$ cat src/rtl/aai_prog_pkg.sv
package aai_prog_pkg;
  localparam logic [7:0] OP_WREN     = 8'h06;
  localparam logic [7:0] OP_WRDI     = 8'h04;
  localparam logic [7:0] OP_AAI      = 8'hAD;
  localparam logic [7:0] OP_SOBSY_ON = 8'h70;
  localparam logic [7:0] OP_SOBSY_OF = 8'h80;

  localparam logic [2:0] LEN_START = 3'd6;
  localparam logic [2:0] LEN_NEXT  = 3'd3;
  localparam logic [2:0] LEN_CMD   = 3'd1;

  typedef struct packed {
    logic loadFirst;
    logic loadNext;
  } dpCmd_t;
endpackage

$ cat src/rtl/aai_prog_dp.sv
module aai_prog_dp
  import aai_prog_pkg::*;
#(
  parameter int ADDR_W      = 24,
  parameter int PROG_CYCLES = 16
) (
  input  logic              clk,
  input  logic              rstN,
  input  logic              csN,
  input  logic              rxValid,
  input  logic [7:0]        rxByte,
  input  dpCmd_t            cmd,
  output logic              frameEnd,
  output logic [7:0]        frameOp,
  output logic [2:0]        frameLen,
  output logic [ADDR_W-1:0] frameAddr,
  output logic [ADDR_W-1:0] nextAddr,
  output logic              busy,
  output logic              done,
  output logic              memWrEn,
  output logic [ADDR_W-1:0] memAddr,
  output logic [7:0]        memData
);
  localparam int CNT_W = $clog2(PROG_CYCLES + 3);
  localparam logic [CNT_W-1:0] TOTAL = CNT_W'(PROG_CYCLES + 2);

  logic              csPrev;
  logic [2:0]        byteIdx;
  logic [7:0]        opReg;
  logic [ADDR_W-1:0] addrSh;
  logic [7:0]        dat0, dat1;
  logic [ADDR_W-1:0] wordAddr;
  logic [7:0]        wd0, wd1;
  logic [CNT_W-1:0]  cnt;

  // frame capture
  always_ff @(posedge clk or negedge rstN) begin
    if (!rstN) begin
      csPrev  <= 1'b1;
      byteIdx <= '0;
      opReg   <= '0;
      addrSh  <= '0;
      dat0    <= '0;
      dat1    <= '0;
    end else begin
      csPrev <= csN;
      if (csN) begin
        byteIdx <= '0;
      end else if (rxValid) begin
        if (byteIdx == 3'd0) opReg <= rxByte;
        if (byteIdx >= 3'd1 && byteIdx <= 3'd3)
          addrSh <= ADDR_W'({addrSh, rxByte});
        dat0 <= dat1;
        dat1 <= rxByte;
        if (byteIdx != 3'd7) byteIdx <= byteIdx + 3'd1;
      end
    end
  end

  assign frameEnd  = csN & ~csPrev;
  assign frameOp   = opReg;
  assign frameLen  = byteIdx;
  assign frameAddr = addrSh & ~ADDR_W'(1);
  assign nextAddr  = wordAddr + ADDR_W'(2);

  // pair write and program-time counter
  always_ff @(posedge clk or negedge rstN) begin
    if (!rstN) begin
      wordAddr <= '0;
      wd0      <= '0;
      wd1      <= '0;
      cnt      <= '0;
    end else if (cmd.loadFirst || cmd.loadNext) begin
      wordAddr <= cmd.loadFirst ? frameAddr : nextAddr;
      wd0      <= dat0;
      wd1      <= dat1;
      cnt      <= TOTAL;
    end else if (cnt != '0) begin
      cnt <= cnt - CNT_W'(1);
    end
  end

  assign busy    = (cnt != '0);
  assign done    = (cnt == CNT_W'(1));
  assign memWrEn = (cnt == TOTAL) || (cnt == TOTAL - CNT_W'(1));
  assign memAddr = (cnt == TOTAL) ? wordAddr : (wordAddr | ADDR_W'(1));
  assign memData = (cnt == TOTAL) ? wd0 : wd1;
endmodule

$ cat src/rtl/aai_prog_ctrl.sv
module aai_prog_ctrl
  import aai_prog_pkg::*;
#(
  parameter int ADDR_W = 24
) (
  input  logic              clk,
  input  logic              rstN,
  input  logic              csN,
  input  logic              frameEnd,
  input  logic [7:0]        frameOp,
  input  logic [2:0]        frameLen,
  input  logic [ADDR_W-1:0] frameAddr,
  input  logic [ADDR_W-1:0] nextAddr,
  input  logic              busy,
  input  logic              done,
  input  logic              targetLocked,
  output logic [ADDR_W-1:0] targetAddr,
  output dpCmd_t            cmd,
  output logic              welFlag,
  output logic              aaiFlag,
  output logic              soOe,
  output logic              soLevel
);
  localparam logic [ADDR_W-1:0] TOP_PAIR = {{(ADDR_W-1){1'b1}}, 1'b0};

  logic soEn, lastPair;
  logic isCmd;

  assign targetAddr = aaiFlag ? nextAddr : frameAddr;
  assign isCmd      = frameEnd && (frameLen == LEN_CMD);

  always_comb begin
    cmd = '0;
    if (frameEnd && frameOp == OP_AAI && !targetLocked) begin
      if (!aaiFlag && frameLen == LEN_START && welFlag) cmd.loadFirst = 1'b1;
      if (aaiFlag && frameLen == LEN_NEXT && !busy)     cmd.loadNext  = 1'b1;
    end
  end

  always_ff @(posedge clk or negedge rstN) begin
    if (!rstN) begin
      welFlag  <= 1'b0;
      aaiFlag  <= 1'b0;
      soEn     <= 1'b0;
      lastPair <= 1'b0;
    end else begin
      if (cmd.loadFirst) aaiFlag <= 1'b1;
      if (cmd.loadFirst || cmd.loadNext) lastPair <= (targetAddr == TOP_PAIR);
      if (isCmd && frameOp == OP_WRDI) begin
        welFlag  <= 1'b0;
        aaiFlag  <= 1'b0;
        lastPair <= 1'b0;
      end
      if (isCmd && !aaiFlag) begin
        if (frameOp == OP_WREN)     welFlag <= 1'b1;
        if (frameOp == OP_SOBSY_ON) soEn    <= 1'b1;
        if (frameOp == OP_SOBSY_OF) soEn    <= 1'b0;
      end
      if (done && lastPair) begin
        welFlag  <= 1'b0;
        aaiFlag  <= 1'b0;
        lastPair <= 1'b0;
      end
    end
  end

  assign soOe    = soEn & aaiFlag & csN;
  assign soLevel = ~busy;
endmodule

$ cat src/rtl/aai_prog_seq.sv
module aai_prog_seq
  import aai_prog_pkg::*;
#(
  parameter int ADDR_W      = 24,
  parameter int PROG_CYCLES = 16
) (
  input  logic              clk,
  input  logic              rstN,
  input  logic              csN,
  input  logic              rxValid,
  input  logic [7:0]        rxByte,
  input  logic              targetLocked,
  output logic [ADDR_W-1:0] targetAddr,
  output logic              memWrEn,
  output logic [ADDR_W-1:0] memAddr,
  output logic [7:0]        memData,
  output logic              busyFlag,
  output logic              welFlag,
  output logic              aaiFlag,
  output logic              soOe,
  output logic              soLevel
);
  dpCmd_t            cmd;
  logic              frameEnd, done;
  logic [7:0]        frameOp;
  logic [2:0]        frameLen;
  logic [ADDR_W-1:0] frameAddr, nextAddr;

  aai_prog_dp #(.ADDR_W(ADDR_W), .PROG_CYCLES(PROG_CYCLES)) dp_i (
    .clk(clk), .rstN(rstN), .csN(csN), .rxValid(rxValid), .rxByte(rxByte),
    .cmd(cmd), .frameEnd(frameEnd), .frameOp(frameOp), .frameLen(frameLen),
    .frameAddr(frameAddr), .nextAddr(nextAddr), .busy(busyFlag), .done(done),
    .memWrEn(memWrEn), .memAddr(memAddr), .memData(memData)
  );

  aai_prog_ctrl #(.ADDR_W(ADDR_W)) ctrl_i (
    .clk(clk), .rstN(rstN), .csN(csN), .frameEnd(frameEnd), .frameOp(frameOp),
    .frameLen(frameLen), .frameAddr(frameAddr), .nextAddr(nextAddr),
    .busy(busyFlag), .done(done), .targetLocked(targetLocked),
    .targetAddr(targetAddr), .cmd(cmd), .welFlag(welFlag), .aaiFlag(aaiFlag),
    .soOe(soOe), .soLevel(soLevel)
  );
endmodule

$ cat config.mk
export PLATFORM = sky130hd
export DESIGN_NAME = aai_prog_seq
export DESIGN_NICKNAME = d
export VERILOG_FILES = /design/src/rtl/aai_prog_pkg.sv /design/src/rtl/aai_prog_dp.sv /design/src/rtl/aai_prog_ctrl.sv /design/src/rtl/aai_prog_seq.sv
export SDC_FILE = /design/constraint.sdc
export NUM_CORES = 1
export LEC_CHECK = 0
export ABC_AREA = 0
export BUFFER_PORTS_ARGS = -buffer_cell sky130_fd_sc_hd__buf_2
export CAP_MARGIN = 20
export CORE_ASPECT_RATIO = 0.75
export CORE_MARGIN = 2
export CORE_UTILIZATION = 50
export CTS_BUF_LIST = sky130_fd_sc_hd__clkbuf_4 sky130_fd_sc_hd__clkbuf_8
export DETAILED_ROUTE_END_ITERATION = 10
export PLACE_DENSITY = 0.71
export SLEW_MARGIN = 20
export SYNTH_ARGS = -nofsm -noshare
export SYNTH_HDL_FRONTEND = slang
export SYNTH_HIERARCHICAL = 1
export SYNTH_SLANG_ARGS = --single-unit
$ cat constraint.sdc
create_clock -name clk -period 5.7 [get_ports clk]
set_input_delay 0.57 -clock clk [delete_from_list [all_inputs] [get_ports clk]]
set_output_delay 0.57 -clock clk [all_outputs]
set_load 0.02 [all_outputs]
=== Word-level counts from Yosys, hierarchy flattened ===
Index checks and enable logic that the tools add are counted.

* Flip-flop bits (word level): 101
* Output and inout port bits: 62
* Word-level logic and storage cells: 91

* $add $sub $neg: 3
* $lt $le $gt $ge: 2
* Equality and inequality tests: 13
* Multiplexer cells: 24
* Bitwise operators: 6
* Reduce and logical (&&, ||, !) cells: 29

{| class="wikitable"
|+ Operators with widths
! kind !! number
|-
| $mux 24 || 2
|-
| $add 24x2->24 const B || 1
|-
| $eq 24x24->1 const B || 1
|-
| $eq 8x3->1 const B || 2
|-
| $eq 8x8->1 const B || 2
|-
| $mux 1 || 15
|-
| $logic_and 1x1->1 || 11
|-
| $eq 5x5->1 const B || 2
|-
| $mux 5 || 2
|-
| $mux 3 || 3
|-
| $eq 8x7->1 const B || 1
|-
| $mux 8 || 1
|-
| $reduce_bool 2->1 || 4
|-
| $reduce_and 2->1 || 3
|-
| $reduce_and 3->1 || 2
|-
| $reduce_bool 3->1 || 2
|-
| $eq 5x1->1 const B || 1
|-
| $reduce_bool 5->1 || 1
|-
| $sub 5x1->5 const B || 1
|-
| $add 3x1->3 const B || 1
|-
| $and 1x1->1 || 3
|-
| $eq 3x1->1 const B || 1
|-
| $eq 3x2->1 const B || 1
|-
| $eq 3x3->1 const B || 1
|-
| other kinds (8) || 13
|}

=== Depth between registers and ports, before layout ===
* Depth after elaboration: 9
* Depth in mapped cells: 11

=== Cells and area by module ===
The synthesis kept the hierarchy.

{| class="wikitable"
|+ Modules (own cells, without submodules)
! module !! times used !! cells each !! area each (µm²)
|-
| aai_prog_dp || 1 || 437 || 4869.7
|-
| aai_prog_ctrl || 1 || 89 || 753.2
|}

=== Worst setup path before layout ===
No wires, ideal clock.

* Path kind: reg2reg
* From: register dp_i.cnt[0]
* To: register dp_i.wordAddr[18]
* Arrival: 3333 ps
* Required time: 5618 ps
* Slack: 2285 ps
* Cell stages (with the launch flop): 12
* Path buffers: 2
* Period minus slack after synthesis: 3415 ps
* Path through: dfrtp_1 > inv_1 > ha_1 > nor4b_1 > inv_1 > nor4b_1 > clkbuf_1 > nand4_1 > or3_1 > clkbuf_1 > or4_1 > a31oi_1

{| class="wikitable"
|+ RTL lines
! what !! line !! source
|-
| start, declared || aai_prog_dp.sv:34 || <nowiki>logic [CNT_W-1:0] cnt;</nowiki>
|-
| start signal, assigned || aai_prog_dp.sv:79 || <nowiki>cnt <= cnt - CNT_W'(1);</nowiki>
|-
| end signal, assigned || aai_prog_dp.sv:74 || <nowiki>wordAddr <= cmd.loadFirst ? frameAddr : nextAddr;</nowiki>
|-
| end, declared || aai_prog_dp.sv:32 || <nowiki>logic [ADDR_W-1:0] wordAddr;</nowiki>
|}

==> run metrics <==
outcome=finished clean; family of cells with the greatest summed delay on the critical path=simple AND/OR/NAND/NOR gates; layout filler cell count=966; Power Dens Cells=329 mW/mm²; cell with the most instances after synthesis=sky130_fd_sc_hd__dfrtp_1; warnings from Yosys=6; initial DRC count=357; syn_area_per_cell=10.7 µm²; worst min-delay path category=in -> async; final hold violation count=0; area share of the leading cell type in the synthesized netlist=44.1%; final routed wirelength across all metal layers=13100 µm; critical path's slowest cell=sky130_fd_sc_hd__nor4b_2; Post-Syn Area=0.00562 mm²; Cell Int Power=1.28 mW; number of nets with antenna violations after routing=0; CP cell instances=inv_1, ha_1, nor4b_1, inv_1, nor4b_2, nand4_1, or3_1, or4_1, a31oi_1; fraction of layout instances using a drive strength above 1=36.5%; clock input transition at the sequential cells of the worst setup and hold paths=110 ps; switching share of total power=36.1%; number of flops mapped to enable cells by yosys=0; library cell with the largest summed area after synthesis=sky130_fd_sc_hd__dfrtp_1; cts bufs inserted=9; number of levels in the clock H-tree=3; Core ar.=0.0109 mm²; number of placed instances with taps included=688; TritonCTS clock tree=done; Period Utilization, post-route=70.6%; fraction of power consumed by the clock network=21.6%; category of the most critical setup path=reg -> reg; FF+latch count, synth=100; leakage component of the power=2.81 nW; peak clock frequency supported by timing=0.248 GHz; largest vdd supply drop=183 µV; drc violations=0; Core Rows=33; Area Overhead vs Synth=8.06%; post-route clock skew=16.6 ps; count of input and output buffers=73; maximum root-to-sink buffer count=2; setup_tns=0 ps; Max-cap violations=0; wire length of the first global-routing pass=20700 µm; post-synthesis sequential area ratio=44.5%; source-to-sink clock delay at the later pin of the worst-skew pair=380 ps; DIE AREA=0.0121 mm²; number of unique standard cell types used by synthesis=55; Via-to-Cell Ratio=5.92; number of global-route vias before repair=3785; chip height=95.8 µm; largest fanout of any net on the critical path=7; most used flip-flop cell after synthesis=sky130_fd_sc_hd__dfrtp_1; Gate Count Post-Synth=526; maximum number of pins on one net before global-route repair=86; Crit path largest cell delay=740 ps; Finish-stage setup viols=0; buffer type at the clock tree root=sky130_fd_sc_hd__clkbuf_8; overall die width=126 µm; number of buffers inserted to repair setup after CTS=0; non-filler cells in the finished layout=704; Post-CTS Hold Fix Bufs=0; Synth top cells by count=sky130_fd_sc_hd__dfrtp_1 (99), sky130_fd_sc_hd__mux2_2 (96), sky130_fd_sc_hd__nand2_1 (36), sky130_fd_sc_hd__buf_4 (26), sky130_fd_sc_hd__nor2_1 (26); count of pins on the block boundary=75; combinational group share of total power=27.0%; unrepaired setup endpoints after global routing=no; GRT Resource Usage Total=22.0%; first-pass iteration count of the detailed router=5; synth top area cells=sky130_fd_sc_hd__dfrtp_1 (44%), sky130_fd_sc_hd__mux2_2 (19%), sky130_fd_sc_hd__buf_4 (3.5%), sky130_fd_sc_hd__xnor2_1 (3.3%), sky130_fd_sc_hd__xor2_1 (2.6%); kind of launch point of the worst setup path=flop; initial cell density of the core=51.4%; via count=4171; FFs w/ async S/R, synth=100%; worst endpoint data arrival time=4320 ps; most used cell, CP=sky130_fd_sc_hd__inv_1; clock net sink count=100; crit path time final=4020 ps; Crit path required time=5990 ps; total grt overflow=0; Routability Congestion=0.893; relative max-transition margin=27.7%; number of gates resized after CTS=0; number of antenna violations at the first check in global routing=0; Switch Pwr=721 µW; Worst Path Buf+Inv=2; part of the power in registers=51.3%; total half-perimeter wirelength after legalization and detailed placement=9500 µm; CP endpoint kind=flop; Worst-Margin Slew=1070 ps; Nets=581; number of pins exceeding their max-slew limit in the final report=0; Ant. Diodes=0; post-DR wirelength/cell=18.6 µm
-- layer usage --
layer	vias to the layer above	global-route usage [%]	part of all wire [%]
met4	0	5.86	0.95
met2	173	31.7	43
met1	2074	33.2	48
met3	13	5.11	7.5
met5	-	0	0
li1	1911	-	-
-- placed cells by master (no fill, tap or decap), drive strengths merged, types with 3 or more instances in the layout --
cell type	instances
nor2b	4
inv	18
nand2	36
dfrtp	99
buf	77
nor2	26
or4	4
xnor2	21
clkbuf	10
nor3	10
and4	4
clkinv	3
nand4	19
o21ai	21
a21oi	6
mux2	96
nor4b	4
ha	9
nand3	22
and3	10
a31oi	5
xor2	17
nor4	8
-- worst reg2reg max path, cell delays in order (launching register included) --
cell	delay [ps]
sky130_fd_sc_hd__dfrtp_1	410
sky130_fd_sc_hd__inv_1	130
sky130_fd_sc_hd__ha_1	210
sky130_fd_sc_hd__nor4b_1	630
sky130_fd_sc_hd__inv_1	250
sky130_fd_sc_hd__nor4b_2	740
sky130_fd_sc_hd__nand4_1	380
sky130_fd_sc_hd__or3_1	530
sky130_fd_sc_hd__or4_1	490
sky130_fd_sc_hd__a31oi_1	180
-- power by group through the flow --
stage               registers (mW)  clock network (mW)  logic [mW]
CTS                           1.02               0.448       0.544
global placement              1.03                   0       0.532
global route                  1.04               0.472       0.582
finish                        1.02               0.432       0.540
detailed placement            1.03                   0       0.539
floorplan                    0.948                   0       0.507
-- registers in the layout, indices dropped and copies added, names as in the netlist --
signal,cells
ctrl_i/soEn,1
ctrl_i/lastPair,1
dp_i/cnt,5
dp_i/wordAddr,23
dp_i/frameLen,3
dp_i/frameOp,8
dp_i/addrSh,24
dp_i/dat0,8
dp_i/wd1,8
ctrl_i/aaiFlag,1
dp_i/wd0,8
dp_i/dat1,8
dp_i/csPrev,1
ctrl_i/welFlag,1
-- cells by family (layout without fill, tap and decap cells) --
family / Yosys count / in the layout / share of synthesized area [%]
flip-flops: 100 / 100 / 44.5
AO/OA/AOI/OAI: 47 / 47 / 5.14
XOR/XNOR: 38 / 38 / 5.92
adder cells (fa/ha/maj): 9 / 9 / 2.00
AND/OR/NAND/NOR: 162 / 162 / 16.0
multiplexers: 98 / 98 / 19.6
buffers and inverters: 71 / 108 / 6.74
other: 1 / 2 / 0.0667
-- through the flow --
stage          utilization [%]  setup slack (ps)  hold slack, ps  instance area (µm²)  power (mW)
3_3_place_gp              53.8              1950             450                 5890        1.56
2_1_floorplan                -              2280             274                 5630        1.45
6_report                  55.5              1680            38.8                 6080        2.00
3_5_place_dp              53.8              1710             451                 5890        1.57
5_1_grt                   55.5              1390            26.8                 6080        2.10
4_1_cts                   55.5              1650            23.9                 6070        2.01
-- area by class of cell --
cell class	instances	area (µm²)	area share, %
Inverter	15	56.3	0.927
Multi-Input combinational cell	356	2760	45.4
Sequential cell	100	2500	41.2
Timing Repair Buffer	77	402	6.61
Clock buffer	10	131	2.16
Tap cell	140	175	2.88
Clock inverter	6	51.3	0.844
-- path summary, 6_finish.rpt --
path,slack (ps),cells after the start,to,startpoint
setup / recovery,1680,9,dp_i/wordAddr[18],dp_i/cnt[0]
min in group clk,350,1,dp_i/csPrev,csN
setup reg to reg,1680,9,dp_i/wordAddr[18],dp_i/cnt[0]
max in group asynchronous,4620,2,dp_i/wordAddr[4],rstN
hold / removal,40,1,dp_i/wordAddr[13],rstN
hold reg to reg,510,1,dp_i/wd0[7],dp_i/wd0[7]
(Power assumes the default switching activity.)
